$ cat config.mk
export PLATFORM = sky130hd
export DESIGN_NAME = reload_match_pwm
export DESIGN_NICKNAME = d
export VERILOG_FILES = /design/src/rtl/rmp_pkg.sv /design/src/rtl/rmp_regs.sv /design/src/rtl/rmp_prescale.sv /design/src/rtl/rmp_counter.sv /design/src/rtl/rmp_wave_fsm.sv /design/src/rtl/reload_match_pwm.sv
export SDC_FILE = /design/constraint.sdc
export NUM_CORES = 1
export LEC_CHECK = 0
export ABC_AREA = 1
export CORE_ASPECT_RATIO = 1.4
export CORE_MARGIN = 2
export CORE_UTILIZATION = 31
export CTS_BUF_LIST = sky130_fd_sc_hd__clkbuf_2
export CTS_CLUSTER_DIAMETER = 40
export DETAILED_ROUTE_END_ITERATION = 10
export PLACE_DENSITY = 0.58
export SLEW_MARGIN = 20
export SYNTH_ARGS = -nofsm -noshare
export SYNTH_HDL_FRONTEND = slang
export SYNTH_SLANG_ARGS = --single-unit
$ cat constraint.sdc
create_clock -name clk -period 2.4 [get_ports clk]
set_clock_uncertainty 0.15 [all_clocks]
set_input_delay 0.36 -clock clk [delete_from_list [all_inputs] [get_ports clk]]
set_output_delay 0.36 -clock clk [all_outputs]
set_load 0.03 [all_outputs]
$ cat src/rtl/rmp_pkg.sv
package rmp_pkg;

    localparam logic [2:0] A_CTRL  = 3'd0;
    localparam logic [2:0] A_LOAD  = 3'd1;
    localparam logic [2:0] A_MATCH = 3'd2;
    localparam logic [2:0] A_COUNT = 3'd3;
    localparam logic [2:0] A_STAT  = 3'd4;

    localparam int CTL_RUN = 0;
    localparam int CTL_INV = 1;
    localparam int CTL_PRE = 2;
    localparam int CTL_PTV = 3;

    typedef enum logic [1:0] {
        ST_IDLE  = 2'd0,
        ST_ARMED = 2'd1,
        ST_ON    = 2'd2,
        ST_OFF   = 2'd3
    } wave_state_t;

endpackage

$ cat src/rtl/rmp_regs.sv
module rmp_regs
    import rmp_pkg::*;
#(
    parameter int CNT_W = 32,
    parameter int PTV_W = 3
) (
    input  logic             clk,
    input  logic             rst_n,
    input  logic             reg_wr,
    input  logic             reg_rd,
    input  logic [2:0]       reg_addr,
    input  logic [CNT_W-1:0] reg_wdata,
    output logic [CNT_W-1:0] reg_rdata,
    input  logic [CNT_W-1:0] cnt_i,
    output logic             run_o,
    output logic             inv_o,
    output logic             pre_en_o,
    output logic [PTV_W-1:0] ptv_o,
    output logic [CNT_W-1:0] load_o,
    output logic [CNT_W-1:0] match_o,
    output logic             cnt_wr_o,
    output logic [CNT_W-1:0] cnt_wdata_o
);

    localparam int CTL_BITS = CTL_PTV + PTV_W;

    logic             run_q, inv_q, pre_q;
    logic [PTV_W-1:0] ptv_q;
    logic [CNT_W-1:0] load_q, match_q;
    logic [CNT_W-1:0] rd_mux;
    logic [CTL_BITS-1:0] ctl_view;

    always_ff @(posedge clk) begin
        if (!rst_n) begin
            run_q   <= 1'b0;
            inv_q   <= 1'b0;
            pre_q   <= 1'b0;
            ptv_q   <= '0;
            load_q  <= '0;
            match_q <= '0;
        end else if (reg_wr) begin
            unique case (reg_addr)
                A_CTRL: begin
                    run_q <= reg_wdata[CTL_RUN];
                    pre_q <= reg_wdata[CTL_PRE];
                    ptv_q <= reg_wdata[CTL_PTV +: PTV_W];
                    if (!run_q)
                        inv_q <= reg_wdata[CTL_INV];
                end
                A_LOAD:  load_q  <= reg_wdata;
                A_MATCH: match_q <= reg_wdata;
                default: ;
            endcase
        end
    end

    assign ctl_view = {ptv_q, pre_q, inv_q, run_q};

    always_comb begin
        rd_mux = '0;
        unique case (reg_addr)
            A_CTRL:  rd_mux[CTL_BITS-1:0] = ctl_view;
            A_LOAD:  rd_mux = load_q;
            A_MATCH: rd_mux = match_q;
            A_COUNT: rd_mux = cnt_i;
            A_STAT:  rd_mux[1:0] = {inv_q, run_q};
            default: rd_mux = '0;
        endcase
    end

    always_ff @(posedge clk) begin
        if (!rst_n)
            reg_rdata <= '0;
        else if (reg_rd)
            reg_rdata <= rd_mux;
    end

    assign run_o       = run_q;
    assign inv_o       = inv_q;
    assign pre_en_o    = pre_q;
    assign ptv_o       = ptv_q;
    assign load_o      = load_q;
    assign match_o     = match_q;
    assign cnt_wr_o    = reg_wr && (reg_addr == A_COUNT);
    assign cnt_wdata_o = reg_wdata;

    // polarity frozen while the timer runs
    p_pol_frozen_r7: assert property (@(posedge clk) disable iff (!rst_n)
        (reg_wr && reg_addr == A_CTRL && run_q) |=> (inv_q == $past(inv_q)));

endmodule

$ cat src/rtl/rmp_prescale.sv
module rmp_prescale #(
    parameter int PTV_W = 3
) (
    input  logic             clk,
    input  logic             rst_n,
    input  logic             run_i,
    input  logic             pre_en_i,
    input  logic [PTV_W-1:0] ptv_i,
    output logic             tick_o
);

    localparam int DIV_W = 1 << PTV_W;

    logic [DIV_W-1:0] pre_cnt;
    logic [DIV_W-1:0] term;
    logic             at_term;

    assign term    = (DIV_W'(1) << (ptv_i + 1)) - DIV_W'(1);
    assign at_term = (pre_cnt == term);

    always_ff @(posedge clk) begin
        if (!rst_n)
            pre_cnt <= '0;
        else if (!run_i || !pre_en_i || at_term)
            pre_cnt <= '0;
        else
            pre_cnt <= pre_cnt + 1'b1;
    end

    assign tick_o = run_i && (!pre_en_i || at_term);

    // a divided tick never repeats on the next clock
    p_tick_spacing_r9: assert property (@(posedge clk) disable iff (!rst_n)
        (pre_en_i && tick_o && $stable(ptv_i)) |=> !tick_o);

endmodule

$ cat src/rtl/rmp_counter.sv
module rmp_counter #(
    parameter int CNT_W = 32
) (
    input  logic             clk,
    input  logic             rst_n,
    input  logic             tick_i,
    input  logic             cnt_wr_i,
    input  logic [CNT_W-1:0] cnt_wdata_i,
    input  logic [CNT_W-1:0] load_i,
    input  logic [CNT_W-1:0] match_i,
    output logic [CNT_W-1:0] cnt_o,
    output logic             ovf_o,
    output logic             match_o
);

    localparam logic [CNT_W-1:0] ALL1 = '1;

    logic [CNT_W-1:0] cnt_q;
    logic             step;

    assign step    = tick_i && !cnt_wr_i;
    assign ovf_o   = step && (cnt_q == ALL1);
    assign match_o = step && (cnt_q == match_i) && (cnt_q != ALL1);

    always_ff @(posedge clk) begin
        if (!rst_n)
            cnt_q <= '0;
        else if (cnt_wr_i)
            cnt_q <= cnt_wdata_i;
        else if (tick_i)
            cnt_q <= (cnt_q == ALL1) ? load_i : cnt_q + 1'b1;
    end

    assign cnt_o = cnt_q;

    // overflow reloads the counter
    p_reload_r2: assert property (@(posedge clk) disable iff (!rst_n)
        ovf_o |=> (cnt_q == $past(load_i)));

    // a counter with no tick and no write keeps its value
    p_halt_r5: assert property (@(posedge clk) disable iff (!rst_n)
        (!tick_i && !cnt_wr_i) |=> $stable(cnt_q));

endmodule

$ cat src/rtl/rmp_wave_fsm.sv
module rmp_wave_fsm
    import rmp_pkg::*;
(
    input  logic clk,
    input  logic rst_n,
    input  logic run_i,
    input  logic inv_i,
    input  logic ovf_i,
    input  logic match_i,
    output logic pwm_o
);

    wave_state_t state, nxt;

    always_ff @(posedge clk) begin
        if (!rst_n)
            state <= ST_IDLE;
        else
            state <= nxt;
    end

    always_comb begin
        nxt = state;
        unique case (state)
            ST_IDLE: begin
                if (run_i)
                    nxt = ovf_i ? ST_ON : ST_ARMED;
            end
            ST_ARMED, ST_ON, ST_OFF: begin
                if (!run_i)
                    nxt = ST_IDLE;
                else if (ovf_i)
                    nxt = ST_ON;
                else if (match_i)
                    nxt = ST_OFF;
            end
        endcase
    end

    always_comb begin
        pwm_o = ((state == ST_ON) && run_i) ^ inv_i;
    end

    // an overflow always leads into the active phase
    p_ovf_active_r2: assert property (@(posedge clk) disable iff (!rst_n)
        ovf_i |=> (state == ST_ON));

    // overflow and match are never both raised
    p_evt_excl_r11: assert property (@(posedge clk) disable iff (!rst_n)
        !(ovf_i && match_i));

endmodule

$ cat src/rtl/reload_match_pwm.sv
module reload_match_pwm #(
    parameter int CNT_W = 32,
    parameter int PTV_W = 3
) (
    input  logic             clk,
    input  logic             rst_n,
    input  logic             reg_wr,
    input  logic             reg_rd,
    input  logic [2:0]       reg_addr,
    input  logic [CNT_W-1:0] reg_wdata,
    output logic [CNT_W-1:0] reg_rdata,
    output logic             pwm_out
);

    logic             run, inv, pre_en, tick, cnt_wr, ovf, mat;
    logic [PTV_W-1:0] ptv;
    logic [CNT_W-1:0] load, match, cnt, cnt_wdata;

    rmp_regs #(.CNT_W(CNT_W), .PTV_W(PTV_W)) u_regs (
        .clk(clk), .rst_n(rst_n), .reg_wr(reg_wr), .reg_rd(reg_rd),
        .reg_addr(reg_addr), .reg_wdata(reg_wdata), .reg_rdata(reg_rdata),
        .cnt_i(cnt), .run_o(run), .inv_o(inv), .pre_en_o(pre_en),
        .ptv_o(ptv), .load_o(load), .match_o(match),
        .cnt_wr_o(cnt_wr), .cnt_wdata_o(cnt_wdata)
    );

    rmp_prescale #(.PTV_W(PTV_W)) u_pre (
        .clk(clk), .rst_n(rst_n), .run_i(run), .pre_en_i(pre_en),
        .ptv_i(ptv), .tick_o(tick)
    );

    rmp_counter #(.CNT_W(CNT_W)) u_cnt (
        .clk(clk), .rst_n(rst_n), .tick_i(tick), .cnt_wr_i(cnt_wr),
        .cnt_wdata_i(cnt_wdata), .load_i(load), .match_i(match),
        .cnt_o(cnt), .ovf_o(ovf), .match_o(mat)
    );

    rmp_wave_fsm u_fsm (
        .clk(clk), .rst_n(rst_n), .run_i(run), .inv_i(inv),
        .ovf_i(ovf), .match_i(mat), .pwm_o(pwm_out)
    );

    // a stopped timer rests at the inactive level of its polarity
    p_idle_level_r6: assert property (@(posedge clk) disable iff (!rst_n)
        !run |-> (pwm_out == inv));

endmodule

==> flow_summary.ini <==
[pwr]
peakVddDrop_uv = 256
powerDensity_mw_per_mm2 = 487
p_int_mw = 3.45
pwr-share-clk_pct = 36.9
switchingPower_mw = 1.32
p_seq_share_pct = 52.0
power_frac_comb_pct = 11.2
cellLeakagePower_nw = 4.18
swShare_pct = 27.8

[synthesis]
yosysTopAreaCell = dfxtp_1
synth_area_leaders = dfxtp_1 36%, nand2_1 17%, a21oi_1 7.0%
yosysWarnings = 0
synth.avg_cell_area_um2 = 6.52
synthArstFlopShare_pct = 0
ys_seq_elements = 144
synth_top_area_share_pct = 36.3
seq_area_frac_synth_pct = 36.3
syn_inst = 1218
syn-num-nets = 1260
synth_area_mm2 = 0.00795
synth.distinct_cells = 42
synth-edff-count = 0
synth_ff_type = dfxtp_1

[worst_setup_path]
arrival_ns = 2.85
required_ns = 2.97
path_max_fanout = 9
path_class = register to register
start_kind = register
r2r_slack_ns = 0.13
crit_path_end_kind = register

[routing]
drc_errors = 0
ant_nets = 0
finalWirelength_um = 27000
via_count = 8163
first_iter_violations = 570
viasPerCell = 4.97
dr.pass1.iters = 5
avgRoutedWirePerCell_um = 16.4

[cts]
cts_num_sinks = 144
cts_buffers = 17
cts.path.max_buffers = 2
cts_tree = built
clk_pin_slew_ns = 0.23
cts_root_buffer = clkbuf_2
clk_latency_ns = 0.78
htreeDepth = 4
post_cts_buffers = 0

[floorplan]
io_pins = 72
start_util_pct = 31.4
fp-row-count = 69
die_area_mm2 = 0.0269
die_x_um = 139
die_h_um = 193
core_area_mm2 = 0.0253

[final_layout]
drive_gt1_share_pct = 10.7
fin_area_mm2 = 0.00979
mostFrequentLayoutCell = nand2_1
layout_common_cells = 368 x nand2_1, 146 x nor2_1, 138 x dfxtp_1
nets = 1350
synthToLayoutAreaGrowth_pct = 23.3

[placed_design]
gp_congestion = 0.908
dpl.hpwl_um = 20000
placed_cell_area_mm2 = 0.00924
portBuffers = 71

[grt]
grt_max_degree = 42
grt_pass1_vias = 7837
grt.busiest_layer = met2
grtUsageMet3_pct = 3.09
grtUsageMet2_pct = 36.4
grt_overflow_total = 0
grtUsageTotal_pct = 19.8
grt_pass1_wl_um = 42200
antenna_found_initial = 1
use_met1_pct = 21.6

[sta]
period_minus_slack_ns = 2.27
hold_viol = 0
min_period_over_period_pct = 94.7
slew_headroom_pct = 63.6
setup_violations = 0
fmax_ghz = 0.440
timing.hold.ws_ns = 0.0387
drv_slew = 0
max_slew.worst_pin.slew_ns = 0.547

[min_path]
hold_class = input pin to register

[outcome]
status = completed

[flow_run]
drv_cap = 0
## cell families (layout without fill, tap and decap cells)
logic type / Yosys count / count (layout) / share of synthesized area [%]
adder cells (fa/ha/maj): 3 / 3 / 0.472
other: 0 / 1 / 0
flip-flops: 144 / 144 / 36.3
AND/OR/NAND/NOR: 597 / 597 / 30.7
XOR/XNOR: 51 / 51 / 5.62
buffers and inverters: 165 / 268 / 8.88
AO/OA/AOI/OAI: 258 / 258 / 18.0
## power by group through the flow
stage | clock network [mW] | registers [mW] | logic [mW]
floorplan | 0 | 2.52 | 0.257
global placement | 0 | 2.53 | 0.495
global route | 1.88 | 2.49 | 0.583
detailed placement | 0 | 2.53 | 0.498
finish | 1.76 | 2.48 | 0.534
CTS | 1.80 | 2.48 | 0.511
## layout make-up
cell class	count	area, µm²
sequential	144	2890
inverter	92	363
multi-input combinational	909	4400
antenna	1	2.50
tap	319	399
clock inverter	14	214
clock buffer	18	90.1
timing repair buffer	144	1430
fill	2703	15500
## repair_timing
action                                  4_1_cts  5_1_grt
pin swaps                                     0        4
resized for setup                            19       44
gates cloned                                  0        2
endpoints found under the setup margin       48       53
hold buffers                                  9        0
hold endpoints to repair                     59        0
## stage by stage
step	std cells	total power, mW	setup slack, ns	setup TNS (ns)	utilization, %
3_3_place_gp	1597	3.02	-0.0580	-0.421	36.5
6_report	1641	4.77	0.127	0	38.7
5_1_grt	1641	4.95	-0.0106	-0.0389	38.7
2_1_floorplan	1218	2.78	0.204	0	-
4_1_cts	1638	4.80	0.000524	0	38.0
3_5_place_dp	1597	3.02	-0.0965	-1.84	36.5
## critical path, stage by stage (launching register included)
cell,delay (ns)
dfxtp_2,0.37
nand2_1,0.06
inv_1,0.06
ha_4,0.29
inv_2,0.05
nand3_2,0.07
nand2_1,0.05
nand2_1,0.05
nand2_1,0.04
nor2_1,0.10
nand4_1,0.13
nand2_1,0.14
nand2_2,0.12
nand2_8,0.16
clkbuf_16,0.18
nand2_1,0.05
a21oi_1,0.13
## sequential cells by signal, summed over array words and instances (netlist names)
signal            cells
u_pre.pre_cnt         8
u_fsm.state           2
u_regs.inv_o          1
u_regs.match_o       32
u_regs.run_o          1
u_regs.load_o        32
u_cnt.cnt_o          32
u_regs.ptv_o          3
u_regs.reg_rdata     32
u_regs.pre_en_o       1
## synth_stat cells, types with 2 or more instances
master / n
a21oi_1: 111
a21oi_2: 5
a22oi_1: 3
buf_1: 3
buf_2: 13
buf_4: 6
buf_6: 3
clkbuf_1: 40
clkbuf_2: 7
dfxtp_1: 144
ha_1: 3
inv_1: 86
inv_2: 4
nand2_1: 369
nand2_2: 4
nand2_4: 2
nand3_1: 37
nand3b_1: 2
nand4_1: 15
nor2_1: 147
nor2_2: 2
nor2_4: 2
nor3_1: 8
nor3_2: 2
o211ai_1: 9
o211ai_2: 3
o21ai_0: 87
o21ai_1: 20
o21ai_2: 2
o221ai_1: 15
o22ai_1: 2
or2_2: 3
xnor2_1: 14
xor2_1: 37
## path summary, 6_finish.rpt
check | from | end | cells past startpoint
setup / recovery | u_regs.ptv_o[1] | u_cnt.cnt_o[2] | 16
hold / removal | reg_wdata[15] | u_regs.load_o[15] | 3
setup reg to reg | u_regs.ptv_o[1] | u_cnt.cnt_o[2] | 16
hold reg to reg | u_regs.reg_rdata[7] | u_regs.reg_rdata[7] | 2
## routing by layer
metal | wire [µm] | share of wire [%]
met3 | 942 | 3.5
met1 | 10600 | 39
met4 | 1320 | 4.9
met5 | 0 | 0
met2 | 14100 | 52
Power figures use the tool's default switching activity.
